File: config.mk
export PLATFORM = sky130hd
export DESIGN_NAME = mgmt_irq_reg
export DESIGN_NICKNAME = d
export VERILOG_FILES = /design/src/rtl/mgmt_irq_pkg.sv /design/src/rtl/irq_status_lane.sv /design/src/rtl/irq_bus_decode.sv /design/src/rtl/irq_pin_drive.sv /design/src/rtl/mgmt_irq_reg.sv
export SDC_FILE = /design/constraint.sdc
export NUM_CORES = 1
export LEC_CHECK = 0
export BUFFER_PORTS_ARGS = -buffer_cell sky130_fd_sc_hd__buf_4
export CAP_MARGIN = 20
export CORE_ASPECT_RATIO = 1.2
export CORE_UTILIZATION = 50
export DETAILED_ROUTE_END_ITERATION = 6
export PLACE_DENSITY = 0.82
export SYNTH_ARGS = -nofsm -noshare
export SYNTH_HDL_FRONTEND = slang
export SYNTH_SLANG_ARGS = --single-unit
export TNS_END_PERCENT = 10
File: constraint.sdc
create_clock -name clk -period 1.7 [get_ports clk]
set_input_delay 0.255 -clock clk [delete_from_list [all_inputs] [get_ports clk]]
set_output_delay 0.255 -clock clk [all_outputs]
set_load 0.02 [all_outputs]
File: src/rtl/mgmt_irq_pkg.sv
package mgmt_irq_pkg;
    typedef enum logic {
        LANE_IDLE = 1'b0,
        LANE_SET  = 1'b1
    } lane_state_e;
endpackage

File: src/rtl/irq_status_lane.sv
module irq_status_lane
    import mgmt_irq_pkg::*;
(
    input  logic clk,
    input  logic rst_n,
    input  logic evt_i,
    input  logic clr_i,
    output logic sts_o
);
    lane_state_e st_q, st_d;

    always_ff @(posedge clk or negedge rst_n) begin
        if (!rst_n) st_q <= LANE_IDLE;
        else        st_q <= st_d;
    end

    always_comb begin
        st_d = st_q;
        unique case (st_q)
            LANE_IDLE: if (evt_i)           st_d = LANE_SET;
            LANE_SET:  if (clr_i && !evt_i) st_d = LANE_IDLE;
            default:                        st_d = LANE_IDLE;
        endcase
    end

    always_comb sts_o = (st_q == LANE_SET);
endmodule

File: src/rtl/irq_bus_decode.sv
module irq_bus_decode #(
    parameter int          ADDR_W   = 5,
    parameter logic [4:0]  IRQ_ADDR = 5'h1B,
    parameter logic [4:0]  CFG_ADDR = 5'h1F
) (
    input  logic              rd_en,
    input  logic              wr_en,
    input  logic [ADDR_W-1:0] addr,
    output logic              rd_irq,
    output logic              wr_irq,
    output logic              rd_cfg,
    output logic              wr_cfg
);
    logic hit_irq, hit_cfg;
    always_comb begin
        hit_irq = (addr == ADDR_W'(IRQ_ADDR));
        hit_cfg = (addr == ADDR_W'(CFG_ADDR));
        rd_irq  = rd_en && hit_irq;
        wr_irq  = wr_en && hit_irq;
        rd_cfg  = rd_en && hit_cfg;
        wr_cfg  = wr_en && hit_cfg;
    end
endmodule

File: src/rtl/irq_pin_drive.sv
module irq_pin_drive #(
    parameter int FIELD_W = 8
) (
    input  logic               clk,
    input  logic               rst_n,
    input  logic               wr_cfg,
    input  logic               pol_wdata,
    input  logic [FIELD_W-1:0] en_i,
    input  logic [FIELD_W-1:0] sts_i,
    output logic               pol_o,
    output logic               irq_o
);
    logic pol_q;
    logic any_pending;

    always_ff @(posedge clk or negedge rst_n) begin
        if (!rst_n)      pol_q <= 1'b0;
        else if (wr_cfg) pol_q <= pol_wdata;
    end

    always_comb begin
        any_pending = |(en_i & sts_i);
        irq_o       = pol_q ? any_pending : !any_pending;
        pol_o       = pol_q;
    end
endmodule

File: src/rtl/mgmt_irq_reg.sv
module mgmt_irq_reg #(
    parameter int          N_EVT    = 8,
    parameter int          ADDR_W   = 5,
    parameter int          DATA_W   = 16,
    parameter logic [4:0]  IRQ_ADDR = 5'h1B,
    parameter logic [4:0]  CFG_ADDR = 5'h1F,
    parameter int          POL_BIT  = 9
) (
    input  logic              clk,
    input  logic              rst_n,
    input  logic [N_EVT-1:0]  evt_i,
    input  logic              rd_en,
    input  logic              wr_en,
    input  logic [ADDR_W-1:0] addr,
    input  logic [DATA_W-1:0] wr_data,
    output logic [DATA_W-1:0] rd_data,
    output logic              irq_o
);
    localparam int FIELD_W = DATA_W / 2;

    logic               rd_irq, wr_irq, rd_cfg, wr_cfg;
    logic [FIELD_W-1:0] en_q;
    logic [FIELD_W-1:0] sts_q;
    logic               pol_q;
    logic [DATA_W-1:0]  rd_d;
    logic [DATA_W-1:0]  rd_q;

    irq_bus_decode #(
        .ADDR_W  (ADDR_W),
        .IRQ_ADDR(IRQ_ADDR),
        .CFG_ADDR(CFG_ADDR)
    ) u_dec (
        .rd_en (rd_en),
        .wr_en (wr_en),
        .addr  (addr),
        .rd_irq(rd_irq),
        .wr_irq(wr_irq),
        .rd_cfg(rd_cfg),
        .wr_cfg(wr_cfg)
    );

    for (genvar gi = 0; gi < FIELD_W; gi++) begin : g_lane
        if (gi < N_EVT) begin : g_live
            irq_status_lane u_lane (
                .clk  (clk),
                .rst_n(rst_n),
                .evt_i(evt_i[gi]),
                .clr_i(rd_irq),
                .sts_o(sts_q[gi])
            );
        end else begin : g_tie
            assign sts_q[gi] = 1'b0;
        end
    end

    always_ff @(posedge clk or negedge rst_n) begin
        if (!rst_n)      en_q <= '0;
        else if (wr_irq) en_q <= wr_data[DATA_W-1:FIELD_W];
    end

    irq_pin_drive #(.FIELD_W(FIELD_W)) u_pin (
        .clk      (clk),
        .rst_n    (rst_n),
        .wr_cfg   (wr_cfg),
        .pol_wdata(wr_data[POL_BIT]),
        .en_i     (en_q),
        .sts_i    (sts_q),
        .pol_o    (pol_q),
        .irq_o    (irq_o)
    );

    always_comb begin
        rd_d = '0;
        if (rd_irq)      rd_d = {en_q, sts_q};
        else if (rd_cfg) rd_d[POL_BIT] = pol_q;
    end

    always_ff @(posedge clk or negedge rst_n) begin
        if (!rst_n)     rd_q <= '0;
        else if (rd_en) rd_q <= rd_d;
    end

    assign rd_data = rd_q;
endmodule

## After elaboration in Yosys (flattened, before gate mapping)

Cells that the tools add are included.

| storage, ports and cells | value |
|---|---|
| register bits after elaboration | 33 |

| operators by class | value |
|---|---|
| eq/ne operators | 2 |
| mux-type cells | 29 |
| bitwise logic cells | 9 |
| reductions and logical operators | 22 |

Operators by type and width:

| cell | number |
|---|---|
| two-way mux 1 bit | 19 |
| one-hot mux 1 bit (2 select lines) | 8 |
| logical AND 1 bit | 12 |
| == test 5 bit (second input constant) | 2 |
| zero test 1 bit | 9 |
| two-way mux 9 bit | 1 |
| AND 8 bit | 1 |
| inverter 1 bit | 8 |
| OR reduction 8 bit | 1 |
| two-way mux 6 bit | 1 |

## Logic depth before layout (Yosys ltp)

| logic depth | value |
|---|---|
| word-level depth | 5 |
| gate-level depth with buffers | 4 |
| gate-level depth less buffers | 3 |

## Modules after synthesis

From an unflattened synthesis, not the netlist that was laid out.

| unflattened totals | value |
|---|---|
| cells, all modules | 127 |
| area total of the unflattened synthesis | 1456.4 µm² |

By module, submodules not included:

| module | instances | cells each | area each (µm²) |
|---|---|---|---|
| mgmt_irq_reg | 1 | 87 | 1034.7 |
| irq_status_lane | 8 | 3 | 36.3 |
| irq_pin_drive | 1 | 8 | 86.3 |
| irq_bus_decode | 1 | 8 | 45.0 |

## Least setup slack after synthesis

OpenSTA, ideal clock, no wires.

| timing | value |
|---|---|
| path kind | register -> output |
| start | register g_lane[3].g_live.u_lane.st_q |
| end | output irq_o |
| arrival time | 1.058 ns |
| path slack | 0.387 ns |
| stages on the path, launching flop included | 4 |
| buffers on the path | 0 |
| cell sequence | dfrtp_1 > a22oi_1 > nand4_1 > xnor2_1 |

| on the way | value |
|---|---|
| word-level cells in the longest chain between the ends | 4 |

Ends and longest elaborated chain:

| element | line | text |
|---|---|---|
| from (decl) | irq_status_lane.sv:10 | `lane_state_e st_q, st_d;` |
| from (signal assigned) | irq_status_lane.sv:14 | `else st_q <= st_d;` |
| AND 8 bit (*) | irq_pin_drive.sv:22 | `any_pending = \|(en_i & sts_i);` |
| OR reduction 8 bit (*) | irq_pin_drive.sv:22 |  |
| zero test 1 bit | irq_pin_drive.sv:23 | `irq_o = pol_q ? any_pending : !any_pending;` |
| two-way mux 1 bit (*) | irq_pin_drive.sv:23 |  |
| to (decl) | mgmt_irq_reg.sv:17 | `output logic irq_o` |

Every way passes the cells marked *; elsewhere a longest branch is shown, timed or not.

## Worst setup path after layout

| timing | value |
|---|---|
| start | register en_q[4] |
| end | output irq_o |

| on the way | value |
|---|---|
| word-level cells in the longest chain between the ends | 4 |

Ends and longest elaborated chain:

| element | line | text |
|---|---|---|
| from (decl) | mgmt_irq_reg.sv:22 | `logic [FIELD_W-1:0] en_q;` |
| from (signal assigned) | mgmt_irq_reg.sv:58 | `else if (wr_irq) en_q <= wr_data[DATA_W-1:FIELD_W];` |
| AND 8 bit (*) | irq_pin_drive.sv:22 |  |
| OR reduction 8 bit (*) | irq_pin_drive.sv:22 |  |
| zero test 1 bit | irq_pin_drive.sv:23 |  |
| two-way mux 1 bit (*) | irq_pin_drive.sv:23 |  |

Marked as above.

==> flow_summary.toml <==
[clocking]
cts_htree_levels = 2
clockBufferDepth = 2
cts.sinks = 33
cts_buffers = 5
clk_latency_ns = 0.35
cts_tree = "done"
path_clk_slew_ns = 0.11
cts_root_buf = "clkbuf_4"

[route]
num_vias = 926
dr.pass1.iters = 4
wirelength_mm = 2.780
viasPerCell = 5.479
drtAntennaViolNets = 0
wl_per_cell_um = 16.45
first_iter_violations = 14
drc = 0

[yosys]
synth_area_um2 = 1267
synth.most_common_cell = "dfrtp_1"
async_reset_ff_share_pct = 100.0
synthCells = 84
synth_area_leaders = "dfrtp_1 (65%), a22o_1 (10%), mux2_2 (8.0%)"
synth_commonest_cells = "dfrtp_1 (33), a22o_1 (15), a21o_1 (9), mux2_2 (9), a22oi_1 (4)"
yosys.area.top_type = "dfrtp_1"
ys_seq_area_share_pct = 65.15
synth.distinct_cells = 18
ys_seq_elements = 33
syn_area_per_cell_um2 = 15.09
yosys.area.top_type_share_pct = 65.15
synth_top_flop_cell = "dfrtp_1"
syn-num-nets = 117
ys_warn_count = 0
synth_edf_count = 0

[floorplan]
placement_rows = 19
dieArea_um2 = 2741
fp.coreArea_um2 = 2354
die_w_um = 47.96
dieHeight_um = 57.16
initial_utilization_pct = 53.85
pin_count = 50

[final_layout]
finalNonFillerCells = 169
diodes = 0
stdcell_area_um2 = 1724
drive_above_1_share_pct = 50.72
nFillCells = 179
area_growth_pct = 36.03
nets = 170

[sta]
slew_headroom_pct = 67.04
maxSlewViolCount = 0
tightest_slew_ns = 0.4939
finalSetupTns_ns = 0
finClkSkew_ns = 0.01333
fin_crit_ns = 1.690
final-setup-viol-count = 0
finalWorstSetupSlack_ns = 0.009812
clock.fmax_ghz = 0.5917
rsz0062_at_grt = "true"
hold_viol = 0
period_share_pct = 99.42

[global_routing]
gr-usage-met1_pct = 31.14
grtUsageTotal_pct = 23.94
grt_overflow_total = 0
busiest_layer = "met2"
use_met3_pct = 8.544
use_met2_pct = 35.71
grt_pass1_wl_mm = 4.374
antenna_found_initial = 0
grt_pass1_vias = 966
grt_max_degree = 34

[worst_setup_path]
endpoint_kind = "primary output"
critical_path_class = "flop to primary output"
worstPathRequired_ns = 1.44
worstPathArrival_ns = 1.44
crit_fanout = 3
start_kind = "flop"

[power_and_ir_drop]
ir_worst_vdd_mv = 0.7431
powerDensity_nw_per_um2 = 894.1
leakage_nw = 0.8420
finalPower_w = 0.001542

[placed_design]
gp_congestion = 0.8399
placedCellCount = 155
port-buffer-count = 41
hpwl_mm = 1.888
post_dp_cell_area_um2 = 1615
pre_cts_ws_ns = 0.1979

[hold_path]
hp-class = "input pin to flop"

[job]
maxCapViolations = 0

[status]
status = "finished, final reports clean"
-- flip-flops by register name (all words and copies together), names as in the netlist --
| signal | cells |
|---|---|
| g_lane.g_live.u_lane.sts_o | 8 |
| u_pin.pol_o | 1 |
| en_q | 8 |
| rd_data | 16 |
-- report_power, final --
group	switching, W	total [W]	internal (W)	leakage [nW]
clock	0.000271	0.000428	0.000157	0.0320
combinational	0.000100	0.000236	0.000136	0.402
sequential	0.0000425	0.000878	0.000835	0.408
-- final cells by class --
class | count | area (um^2) | area share (%)
repair buffers | 49 | 370.4 | 21.48
clock buffers | 6 | 41.29 | 2.395
well taps | 31 | 38.79 | 2.250
flip-flops and latches | 33 | 825.8 | 47.90
multi-input cells | 47 | 434.2 | 25.18
inverters | 1 | 3.754 | 0.2177
clock inverters | 2 | 10.01 | 0.5806
-- stage by stage --
stage / util, % / hold WS [ns]
floorplan: - / -0.04059
global placement: 68.63 / 0.2086
CTS: 71.77 / 0.06908
finish: 73.26 / 0.07325
global route: 73.26 / 0.05879
detailed placement: 68.63 / 0.2155
-- worst paths after layout --
check                            from  slack [ns]                             to  cells past startpoint
setup reg to reg              en_q[2]        0.67                        en_q[2]                      3
hold reg to reg            rd_data[9]        0.51                     rd_data[9]                      1
min in group asynchronous       rst_n        0.37  g_lane[7].g_live.u_lane.sts_o                      2
hold / removal               evt_i[6]        0.07  g_lane[6].g_live.u_lane.sts_o                      2
max in group asynchronous       rst_n        1.03                        en_q[5]                      2
setup / recovery              en_q[4]        0.01                          irq_o                      4
-- kinds of logic after synthesis --
logic type | share of synthesized area [%]
flip-flops | 65.15
AO/OA/AOI/OAI | 18.07
multiplexers | 8.786
AND/OR/NAND/NOR | 5.923
buffers and inverters | 1.381
XOR/XNOR | 0.6911
-- timing repair --
action | 4_1_cts | 5_1_grt
resized for setup | 1 | 1
hold buffers | 1 | 0
buffers inserted | 1 | 4
endpoints found under the hold margin | 33 | 0
setup endpoints to repair | 1 | 1
pin swaps | 0 | 2
-- cell usage in the layout, fill, tap and decap left out --
master          n
nand4_1         1
nor3b_4         1
inv_2           1
a22o_1         15
dlygate4sd3_1   1
buf_4          48
xnor2_1         1
mux2i_1         1
a22oi_1         2
or3_1           1
nor3_1          1
mux2_2          9
a22oi_2         2
clkbuf_4        5
nand2_1         1
dfrtp_1        33
a21o_1          9
nand4_4         1
nor2_1          1
nor3_2          1
clkbuf_1        1
clkinv_2        2
-- routing by layer --
layer,wire [um],up-vias
li1,-,424
met1,1123,461
met2,1453,35
met3,140,6
met4,63,0
met5,0,-
-- worst max-delay path, stage by stage (launching register included) --
cell and delay (ns):
dfrtp_1 0.42, a22oi_1 0.18, nand4_1 0.13, xnor2_1 0.19, buf_4 0.16
No activity file was read; power rests on OpenSTA's default activity.
